File: config.mk
export PLATFORM = sky130hd
export DESIGN_NAME = instr_sched
export DESIGN_NICKNAME = d
export VERILOG_FILES = /design/src/rtl/isched_pkg.sv /design/src/rtl/isched_classify.sv /design/src/rtl/isched_next.sv /design/src/rtl/instr_sched.sv
export SDC_FILE = /design/constraint.sdc
export NUM_CORES = 1
export LEC_CHECK = 0
export ABC_CLOCK_PERIOD_IN_PS = 1800
export BUFFER_PORTS_ARGS = -buffer_cell sky130_fd_sc_hd__clkbuf_2
export CAP_MARGIN = 20
export CORE_AREA = 2 2 39 41
export DETAILED_ROUTE_END_ITERATION = 12
export DIE_AREA = 0 0 41 43
export PLACE_DENSITY = 0.7
export SETUP_SLACK_MARGIN = 0.15
export SYNTH_ARGS = -nofsm -noshare
export SYNTH_HDL_FRONTEND = slang
export SYNTH_SLANG_ARGS = --single-unit
File: constraint.sdc
create_clock -name clk -period 1.8 [get_ports clk]
set_input_delay 0.18 -clock clk [delete_from_list [all_inputs] [get_ports clk]]
set_output_delay 0.18 -clock clk [all_outputs]
set_load 0.02 [all_outputs]
File: src/rtl/isched_pkg.sv
package isched_pkg;

    typedef enum logic [2:0] {
        S_IDLE = 3'd0,
        S_INST = 3'd1,
        S_PRFX = 3'd2,
        S_LDC  = 3'd3,
        S_PCWR = 3'd4,
        S_HALT = 3'd5
    } sched_state_t;

    typedef enum logic [2:0] {
        C_NONE    = 3'd0,
        C_INVALID = 3'd1,
        C_DBLPFX  = 3'd2,
        C_OVERLAY = 3'd3,
        C_HALT    = 3'd4
    } halt_cause_t;

    typedef struct packed {
        logic prefix;
        logic ldc;
        logic pcwr;
        logic ovl;
        logic invalid;
    } dec_flags_t;

endpackage

File: src/rtl/isched_classify.sv
// Sorts the decoded instruction into one outcome, in fixed priority order.
module isched_classify
    import isched_pkg::*;
#(
    parameter int unsigned OPND_W    = 8,
    parameter int unsigned HALT_CODE = 255
) (
    input  logic              in_prfx,
    input  dec_flags_t        flags,
    input  logic [OPND_W-1:0] operand,
    output logic              to_halt,
    output logic              to_prfx,
    output logic              to_ldc,
    output logic              to_pcwr,
    output logic              commit_now,
    output halt_cause_t       cause
);

    localparam logic [OPND_W-1:0] HALT_OPND = OPND_W'(HALT_CODE);

    always_comb begin
        to_halt = 1'b0;
        to_prfx = 1'b0;
        to_ldc  = 1'b0;
        to_pcwr = 1'b0;
        cause   = C_NONE;
        if (flags.invalid) begin
            to_halt = 1'b1;
            cause   = C_INVALID;
        end else if (flags.ovl) begin
            to_halt = 1'b1;
            cause   = (operand == HALT_OPND) ? C_HALT : C_OVERLAY;
        end else if (flags.prefix) begin
            if (in_prfx) begin
                to_halt = 1'b1;
                cause   = C_DBLPFX;
            end else begin
                to_prfx = 1'b1;
            end
        end else if (flags.ldc) begin
            to_ldc = 1'b1;
        end else if (flags.pcwr) begin
            to_pcwr = 1'b1;
        end
    end

    // A PC write commits its value in the issue cycle; a constant load commits later.
    assign commit_now = !(to_halt || to_prfx || to_ldc);

endmodule

File: src/rtl/isched_next.sv
// Next-state, cause and step-latch selection.
module isched_next
    import isched_pkg::*;
(
    input  sched_state_t state,
    input  halt_cause_t  status,
    input  logic         step_mode,
    input  logic         run,
    input  logic         step,
    input  logic         to_halt,
    input  logic         to_prfx,
    input  logic         to_ldc,
    input  logic         to_pcwr,
    input  halt_cause_t  cause,
    output sched_state_t nxt_state,
    output halt_cause_t  nxt_status,
    output logic         nxt_step_mode
);

    logic stop_after;

    assign stop_after = step_mode || !run;

    always_comb begin
        nxt_state     = state;
        nxt_status    = status;
        nxt_step_mode = step_mode;
        unique case (state)
            S_IDLE: begin
                if (run || step) begin
                    nxt_state     = S_INST;
                    nxt_step_mode = !run;
                end
            end
            S_INST, S_PRFX: begin
                if (to_halt) begin
                    nxt_state  = S_HALT;
                    nxt_status = cause;
                end else if (to_prfx) begin
                    nxt_state = S_PRFX;
                end else if (to_ldc) begin
                    nxt_state = S_LDC;
                end else if (to_pcwr) begin
                    nxt_state = S_PCWR;
                end else begin
                    nxt_state = stop_after ? S_IDLE : S_INST;
                end
            end
            S_LDC, S_PCWR: begin
                nxt_state = stop_after ? S_IDLE : S_INST;
            end
            S_HALT: begin
                nxt_state = S_HALT;
            end
            default: begin
                nxt_state  = S_IDLE;
                nxt_status = C_NONE;
            end
        endcase
    end

endmodule

File: src/rtl/instr_sched.sv
module instr_sched
    import isched_pkg::*;
#(
    parameter int unsigned OPND_W    = 8,
    parameter int unsigned HALT_CODE = 255
) (
    input  logic              clk,
    input  logic              rst_n,
    input  logic              run,
    input  logic              step,
    input  logic              dec_prefix,
    input  logic              dec_ldc,
    input  logic              dec_pcwr,
    input  logic              dec_ovl,
    input  logic              dec_invalid,
    input  logic [OPND_W-1:0] ovl_operand,
    output logic              fetch_stall,
    output logic              wb_en,
    output logic [2:0]        status,
    output logic [2:0]        fsm_state
);

    sched_state_t state_q, state_d;
    halt_cause_t  cause_q, cause_d, cls_cause;
    logic         step_q, step_d;
    logic         c_halt, c_prfx, c_ldc, c_pcwr, c_commit;
    dec_flags_t   flags;

    assign flags = '{prefix:  dec_prefix,
                     ldc:     dec_ldc,
                     pcwr:    dec_pcwr,
                     ovl:     dec_ovl,
                     invalid: dec_invalid};

    isched_classify #(
        .OPND_W    (OPND_W),
        .HALT_CODE (HALT_CODE)
    ) u_classify (
        .in_prfx    (state_q == S_PRFX),
        .flags      (flags),
        .operand    (ovl_operand),
        .to_halt    (c_halt),
        .to_prfx    (c_prfx),
        .to_ldc     (c_ldc),
        .to_pcwr    (c_pcwr),
        .commit_now (c_commit),
        .cause      (cls_cause)
    );

    isched_next u_next (
        .state         (state_q),
        .status        (cause_q),
        .step_mode     (step_q),
        .run           (run),
        .step          (step),
        .to_halt       (c_halt),
        .to_prfx       (c_prfx),
        .to_ldc        (c_ldc),
        .to_pcwr       (c_pcwr),
        .cause         (cls_cause),
        .nxt_state     (state_d),
        .nxt_status    (cause_d),
        .nxt_step_mode (step_d)
    );

    always_ff @(posedge clk or negedge rst_n) begin
        if (!rst_n) begin
            state_q <= S_IDLE;
            cause_q <= C_NONE;
            step_q  <= 1'b0;
        end else begin
            state_q <= state_d;
            cause_q <= cause_d;
            step_q  <= step_d;
        end
    end

    always_comb begin
        fetch_stall = 1'b1;
        wb_en       = 1'b0;
        unique case (state_q)
            S_IDLE: begin
                fetch_stall = 1'b1;
                wb_en       = 1'b0;
            end
            S_INST, S_PRFX: begin
                fetch_stall = 1'b0;
                wb_en       = c_commit;
            end
            S_LDC: begin
                fetch_stall = 1'b1;
                wb_en       = 1'b1;
            end
            S_PCWR, S_HALT: begin
                fetch_stall = 1'b1;
                wb_en       = 1'b0;
            end
            default: begin
                fetch_stall = 1'b1;
                wb_en       = 1'b0;
            end
        endcase
    end

    assign status    = cause_q;
    assign fsm_state = state_q;

endmodule

==> results of run 1 <==
==> sequential cells by signal (all words and copies together) (netlist names) <==
register / count
fsm_state: 3
status: 3
step_q: 1
==> layout make-up <==
cell class	count	area share (%)
Inverter	2	1.10
Timing Repair Buffer	25	19.2
Multi-Input combinational cell	45	47.1
Clock buffer	4	3.87
Sequential cell	7	25.8
Tap cell	16	2.95
==> critical path, stage by stage (launching register included) <==
cell,delay (ns)
dfrtp_1,0.50
nand2b_1,0.24
a21o_1,0.22
clkbuf_2,0.16
==> power groups by stage <==
| stage | Sequential, mW | Clock, mW | Combinational, mW |
|---|---|---|---|
| after floorplan | 0.308 | 0 | 0.302 |
| after global placement | 0.309 | 0 | 0.400 |
| after detailed placement | 0.313 | 0 | 0.405 |
| after CTS | 0.310 | 0.147 | 0.407 |
| after global routing | 0.323 | 0.159 | 0.441 |
| final | 0.310 | 0.136 | 0.401 |
==> metrics by stage <==
step	worst slack (ns)	hold WS (ns)
floorplan	0.298	-0.116
global placement	0.420	0.0199
detailed placement	0.379	0.0180
CTS	0.235	0.118
global route	0.157	0.134
finish	0.254	0.129
==> worst max-delay path by stage <==
stage                     cells past startpoint      endpoint    startpoint  slack (ns)
after CTS                                     3   fetch_stall  fsm_state[0]        0.24
after global routing                          3   fetch_stall  fsm_state[0]        0.16
after global placement                        2  fsm_state[0]  fsm_state[1]        0.42
after floorplan                               5  fsm_state[0]  fsm_state[0]        0.30
after detailed placement                      2  fsm_state[0]  fsm_state[1]        0.38
final                                         3   fetch_stall  fsm_state[0]        0.25
==> routing by layer <==
layer	global-route usage [%]	vias to the layer above	share of wire [%]
li1	-	278	-
met5	0	-	0
met3	3.14	0	5.3
met2	21.9	12	51
met1	21.1	245	43
met4	6.00	0	0
==> cell usage in the layout (no fill, tap or decap), types with 2 or more instances in the layout <==
cell	instances
clkbuf_2	24
dfrtp_1	7
nor2_1	6
nand2_1	5
a21oi_1	3
clkbuf_4	3
nor2b_1	2
inv_1	2
nand4_1	2
o2bb2ai_1	2
a2111oi_0	2
==> logic make-up (layout without fill, tap and decap cells) <==
family / after synthesis / count (layout) / share of synthesized area (%)
flops: 7 / 7 / 33.3
buf+inv: 5 / 31 / 5.71
compound gates: 20 / 20 / 31.2
mux: 1 / 1 / 1.90
simple gates: 24 / 24 / 27.9
==> impl_metrics.sql, run 1 <==
INSERT INTO impl_metrics (metric_group, metric, value, unit) VALUES
('hold_path', 'min-delay-start', 'run', ''),
('critical_path', 'critPathRequiredTime', '1.62', 'ns'),
('synth', 'asyncSetResetFlopFracSynth', '100', '%'),
('drt', 'drtAntennaViolNets', '0', ''),
('synth', 'synth.top_cell.area_share', '33.3', '%'),
('hold_path', 'hold_path_depth', '2', ''),
('clock_tree', 'cts.reportedPaths.clkPinSlew', '0.05', 'ns'),
('drt', 'drt-initial-drc-count', '11', ''),
('sta', 'skew', '0.00305', 'ns'),
('placement', 'hpwl_reported_at_the_end_of_detailed_placement', '939', 'um'),
('clock_tree', 'clock_path_buffers', '2', ''),
('critical_path', 'ff2ff_path_depth', '4', ''),
('floorplanning', 'die_area', '1760', 'um^2'),
('clock_tree', 'postCtsHoldBufs', '1', ''),
('layout', 'final_design_area_no_fill', '679', 'um^2'),
('critical_path', 'worst-path-max-fanout', '11', ''),
('floorplanning', 'die_width', '41', 'um'),
('critical_path', 'crit_arrival', '1.37', 'ns'),
('placement', 'place_inst', '94', ''),
('status', 'result_of_the_run', 'finished clean', ''),
('clock_tree', 'htreeDepth', '1', ''),
('clock_tree', 'worstSkewPairLatency', '0.24', 'ns'),
('synth', 'syn_nets', '74', ''),
('clock_tree', 'cts_tree', 'built', ''),
('layout', 'multi_input_combinational_cell_area', '320', 'um^2'),
('sta', 'max_freq', '0.647', 'GHz'),
('sta', 'slew_violations', '0', ''),
('clock_tree', 'cts_repair_resize_count', '0', ''),
('drt', 'drtPass1Iterations', '5', ''),
('layout', 'final_cell_count_no_fill', '99', ''),
('job', 'max-cap-violations', '0', ''),
('sta', 'fin_setup_tns', '0', 'ns'),
('global_route', 'antenna_violations_before_repair', '0', ''),
('pwr', 'clockPowerShare', '16.0', '%'),
('sta', 'worst_slew_margin_rel', '71.5', '%'),
('placement', 'placed_cell_area', '643', 'um^2'),
('drt', 'avgViaCountPerCell', '5.40', ''),
('pwr', 'totalPowerFinal', '847', 'uW'),
('pwr', 'pwr-share-comb', '47.3', '%'),
('pwr', 'vdd_drop_max', '0.573', 'mV'),
('synth', 'syn-mean-instance-area', '9.22', 'um^2'),
('synth', 'synth_top_cells_by_area', 'dfrtp_1, nor2_1, nand2_1', ''),
('drt', 'wl', '1170', 'um'),
('placement', 'port_buffers', '24', ''),
('floorplanning', 'die_height', '43', 'um'),
('synth', 'synth_seq_cells', '7', ''),
('sta', 'fin_crit', '1.55', 'ns'),
('clock_tree', 'clkSinkCount', '7', ''),
('global_route', 'gr-total-overflow', '0', ''),
('pwr', 'seq_power_share', '36.7', '%'),
('layout', 'n_antenna_cell', '0', ''),
('synth', 'ys_types', '34', ''),
('hold_path', 'holdCritPathClass', 'in2reg', ''),
('synth', 'synth-edff-count', '0', ''),
('pwr', 'powerDensity', '1250', 'nW/um^2'),
('synth', 'synth_flop_cell', 'dfrtp_1', ''),
('pwr', 'intPower', '489', 'uW'),
('floorplanning', 'floorplan.rows', '14', ''),
('global_route', 'grt_pass1_vias', '427', ''),
('synth', 'netlist_area', '526', 'um^2'),
('clock_tree', 'tritoncts.num_buffers', '3', ''),
('clock_tree', 'cts_setup_buffers', '0', ''),
('synth', 'syn_inst', '57', ''),
('synth', 'ys_seq_area_share', '33.3', '%'),
('sta', 'finalSetupViolations', '0', ''),
('floorplanning', 'initial_utilization', '38.0', '%'),
('layout', 'nNetsFinal', '101', ''),
('critical_path', 'setup.worst_path.end_class', 'output pin', ''),
('layout', 'fin_util', '49.1', '%'),
('layout', 'regArea', '175', 'um^2'),
('critical_path', 'crit_type', 'reg2out', '');
Power figures use the tool's default switching activity.
==> run 2: changes to the inputs <==
--- a/config.mk
+++ b/config.mk
@@ -9,6 +9,7 @@
 export BUFFER_PORTS_ARGS = -buffer_cell sky130_fd_sc_hd__clkbuf_2
 export CAP_MARGIN = 20
 export CORE_AREA = 2 2 39 41
+export CTS_BUF_LIST = sky130_fd_sc_hd__clkbuf_4
 export DETAILED_ROUTE_END_ITERATION = 12
 export DIE_AREA = 0 0 41 43
 export PLACE_DENSITY = 0.7
==> run 2 against run 1 <==
Compared with the run above: clock power up 10%; clock-buffer cell count unchanged; wire length is 2.1% lower; cell count did not move; via count fell by 3.2%; global-route usage shrank 0.38 points; die area unchanged; flip-flop and latch count unchanged; critical path type unchanged.
==> impl_metrics.sql, run 2 (same netlist as run 1, synthesis figures left out) <==
INSERT INTO impl_metrics (metric_group, metric, value, unit) VALUES
('drt', 'drtPass1Iterations', '4', ''),
('sta', 'finalSetupViolations', '0', ''),
('pwr', 'powerDensity', '1260', 'nW/um^2'),
('layout', 'final_design_area_no_fill', '683', 'um^2'),
('drt', 'wl', '1150', 'um'),
('clock_tree', 'cts_tree', 'built', ''),
('sta', 'slew_violations', '0', ''),
('floorplanning', 'core', '1380', 'um^2'),
('drt', 'avgViaCountPerCell', '5.23', ''),
('global_route', 'antenna_violations_before_repair', '0', ''),
('layout', 'multi_input_combinational_cell_area', '320', 'um^2'),
('clock_tree', 'tritoncts.num_buffers', '3', ''),
('layout', 'layout-drive-gt1-share', '42.2', '%'),
('global_route', 'track_usage', '14.7', '%'),
('sta', 'fin_setup_tns', '0', 'ns'),
('critical_path', 'critPathRequiredTime', '1.62', 'ns'),
('critical_path', 'cp_slowest_cell', 'dfrtp_1', ''),
('status', 'result_of_the_run', 'finished clean', ''),
('critical_path', 'setup.worst_path.end_class', 'output pin', ''),
('critical_path', 'crit-reg2reg-launch', 'fsm_state[0]', ''),
('floorplanning', 'floorplan.rows', '14', ''),
('clock_tree', 'cts_repair_resize_count', '0', ''),
('layout', 'layout.filler_cells', '150', ''),
('placement', 'port_buffers', '24', ''),
('pwr', 'vdd_drop_max', '0.572', 'mV'),
('placement', 'gpl.final_weighted_congestion', '0.724', ''),
('sta', 'post-route-period-util', '85.5', '%'),
('clock_tree', 'clkSinkCount', '7', ''),
('placement', 'hpwl_reported_at_the_end_of_detailed_placement', '939', 'um'),
('critical_path', 'crit_buf_inv', '1', ''),
('critical_path', 'worst-path-max-fanout', '11', ''),
('layout', 'area.growth.synth_to_final', '30.0', '%'),
('layout', 'nNetsFinal', '101', ''),
('floorplanning', 'die_area', '1760', 'um^2'),
('drt', 'drt-initial-drc-count', '9', ''),
('job', 'max-cap-violations', '0', ''),
('clock_tree', 'clock_path_buffers', '2', ''),
('global_route', 'gr-total-overflow', '0', ''),
('critical_path', 'timing.critical_path.slowest_cell_delay', '0.50', 'ns'),
('critical_path', 'crit_arrival', '1.36', 'ns'),
('drt', 'drtAntennaViolNets', '0', ''),
('floorplanning', 'die_width', '41', 'um'),
('layout', 'regArea', '175', 'um^2'),
('floorplanning', 'die_height', '43', 'um'),
('global_route', 'grt_pass1_vias', '419', ''),
('clock_tree', 'cts.root.buffer_cell', 'clkbuf_4', ''),
('sta', 'worst_pin_slew', '0.416', 'ns'),
('pwr', 'power.leakage', '0.313', 'nW'),
('global_route', 'grt_max_degree', '14', ''),
('clock_tree', 'worstSkewPairLatency', '0.24', 'ns'),
('critical_path', 'worst_path_dominant_cell_family', 'flip-flops', ''),
('clock_tree', 'cts_setup_buffers', '0', ''),
('placement', 'placed_cell_area', '643', 'um^2'),
('drt', 'detailroute.via_count', '518', ''),
('critical_path', 'critical_path.startpoint_type', 'register', ''),
('floorplanning', 'initial_utilization', '38.0', '%'),
('critical_path', 'crit_path_start', 'fsm_state[0]', ''),
('placement', 'place_ws', '0.379', 'ns'),
('clock_tree', 'htreeDepth', '1', ''),
('drt', 'routedWlPerCell', '11.6', 'um'),
('hold_path', 'holdCritPathClass', 'in2reg', ''),
('layout', 'mostFrequentLayoutCells', 'clkbuf_2, dfrtp_1, nor2_1, nand2_1, clkbuf_4', ''),
('sta', 'skew', '0.00197', 'ns'),
('sta', 'fin_crit', '1.54', 'ns'),
('clock_tree', 'postCtsHoldBufs', '1', ''),
('sta', 'grt_setup_unrepaired', 'false', ''),
('sta', 'max_freq', '0.650', 'GHz'),
('layout', 'mostFrequentLayoutCell', 'clkbuf_2', ''),
('drt', 'remaining_drc_errors', '0', ''),
('hold_path', 'min-delay-start', 'run', ''),
('layout', 'n_antenna_cell', '0', ''),
('clock_tree', 'cts.reportedPaths.clkPinSlew', '0.05', 'ns'),
('global_route', 'grt_first_pass_wirelength', '1790', 'um'),
('critical_path', 'crit_type', 'reg2out', ''),
('critical_path', 'cp_cell_sequence', 'nand2b_1 > a21o_1 > clkbuf_2', ''),
('sta', 'report.final.hold_viol_count', '0', ''),
('sta', 'worst_slew_margin_rel', '71.5', '%'),
('floorplanning', 'design.portCount', '25', ''),
('sta', 'setup_slack', '0.261', 'ns');
run 2: cell types whose count changed in the layout (fill, tap and decap cells not counted):
cell	previous run	this run
clkbuf_1	1	0
clkbuf_4	3	4
run 2: area by class of cell:
type | instances | share of cell area (%)
Clock buffer | 4 | 4.40
Inverter | 2 | 1.10
Multi-Input combinational cell | 45 | 46.9
Sequential cell | 7 | 25.6
Tap cell | 16 | 2.93
Timing Repair Buffer | 25 | 19.0
run 2: stage by stage:
stage	std cells	hold WS, ns	power [mW]	util, %
global placement	94	0.0199	0.709	46.5
finish	99	0.131	0.859	49.4
detailed placement	94	0.0180	0.717	46.5
floorplan	57	-0.116	0.610	-
global route	99	0.137	0.931	49.4
CTS	99	0.121	0.875	49.4
run 2: per-layer routing:
layer  track usage [%]  share of wire, %  wire length [um]  up-vias
met5                 0                 0                 0        -
met4              6.00                 0                 0        0
met3              3.14               4.7                54        0
met2              20.6                52               593        9
met1              21.2                44               499      233
li1                  -                 -                 -      276
run 2: worst reg2reg max path, delay by kind of cell (launching register included):
family          cells  cell delay [ns]
flops               1             0.50
simple gates        1             0.24
compound gates      3             0.62
run 2: report_power, final:
part	internal [mW]	switching, mW	total [mW]
clock	0.0991	0.0505	0.150
sequential	0.214	0.0951	0.309
combinational	0.191	0.209	0.400
run 2: path summary, 6_finish.rpt:
check / to / slack (ns) / depth (start not counted)
hold reg to reg: status[2] / 0.48 / 1
hold / removal: step_q / 0.13 / 2
setup / recovery: fetch_stall / 0.26 / 3
min in group asynchronous: fsm_state[1] / 0.29 / 2
max in group asynchronous: status[0] / 1.35 / 2
setup reg to reg: fsm_state[0] / 0.37 / 4
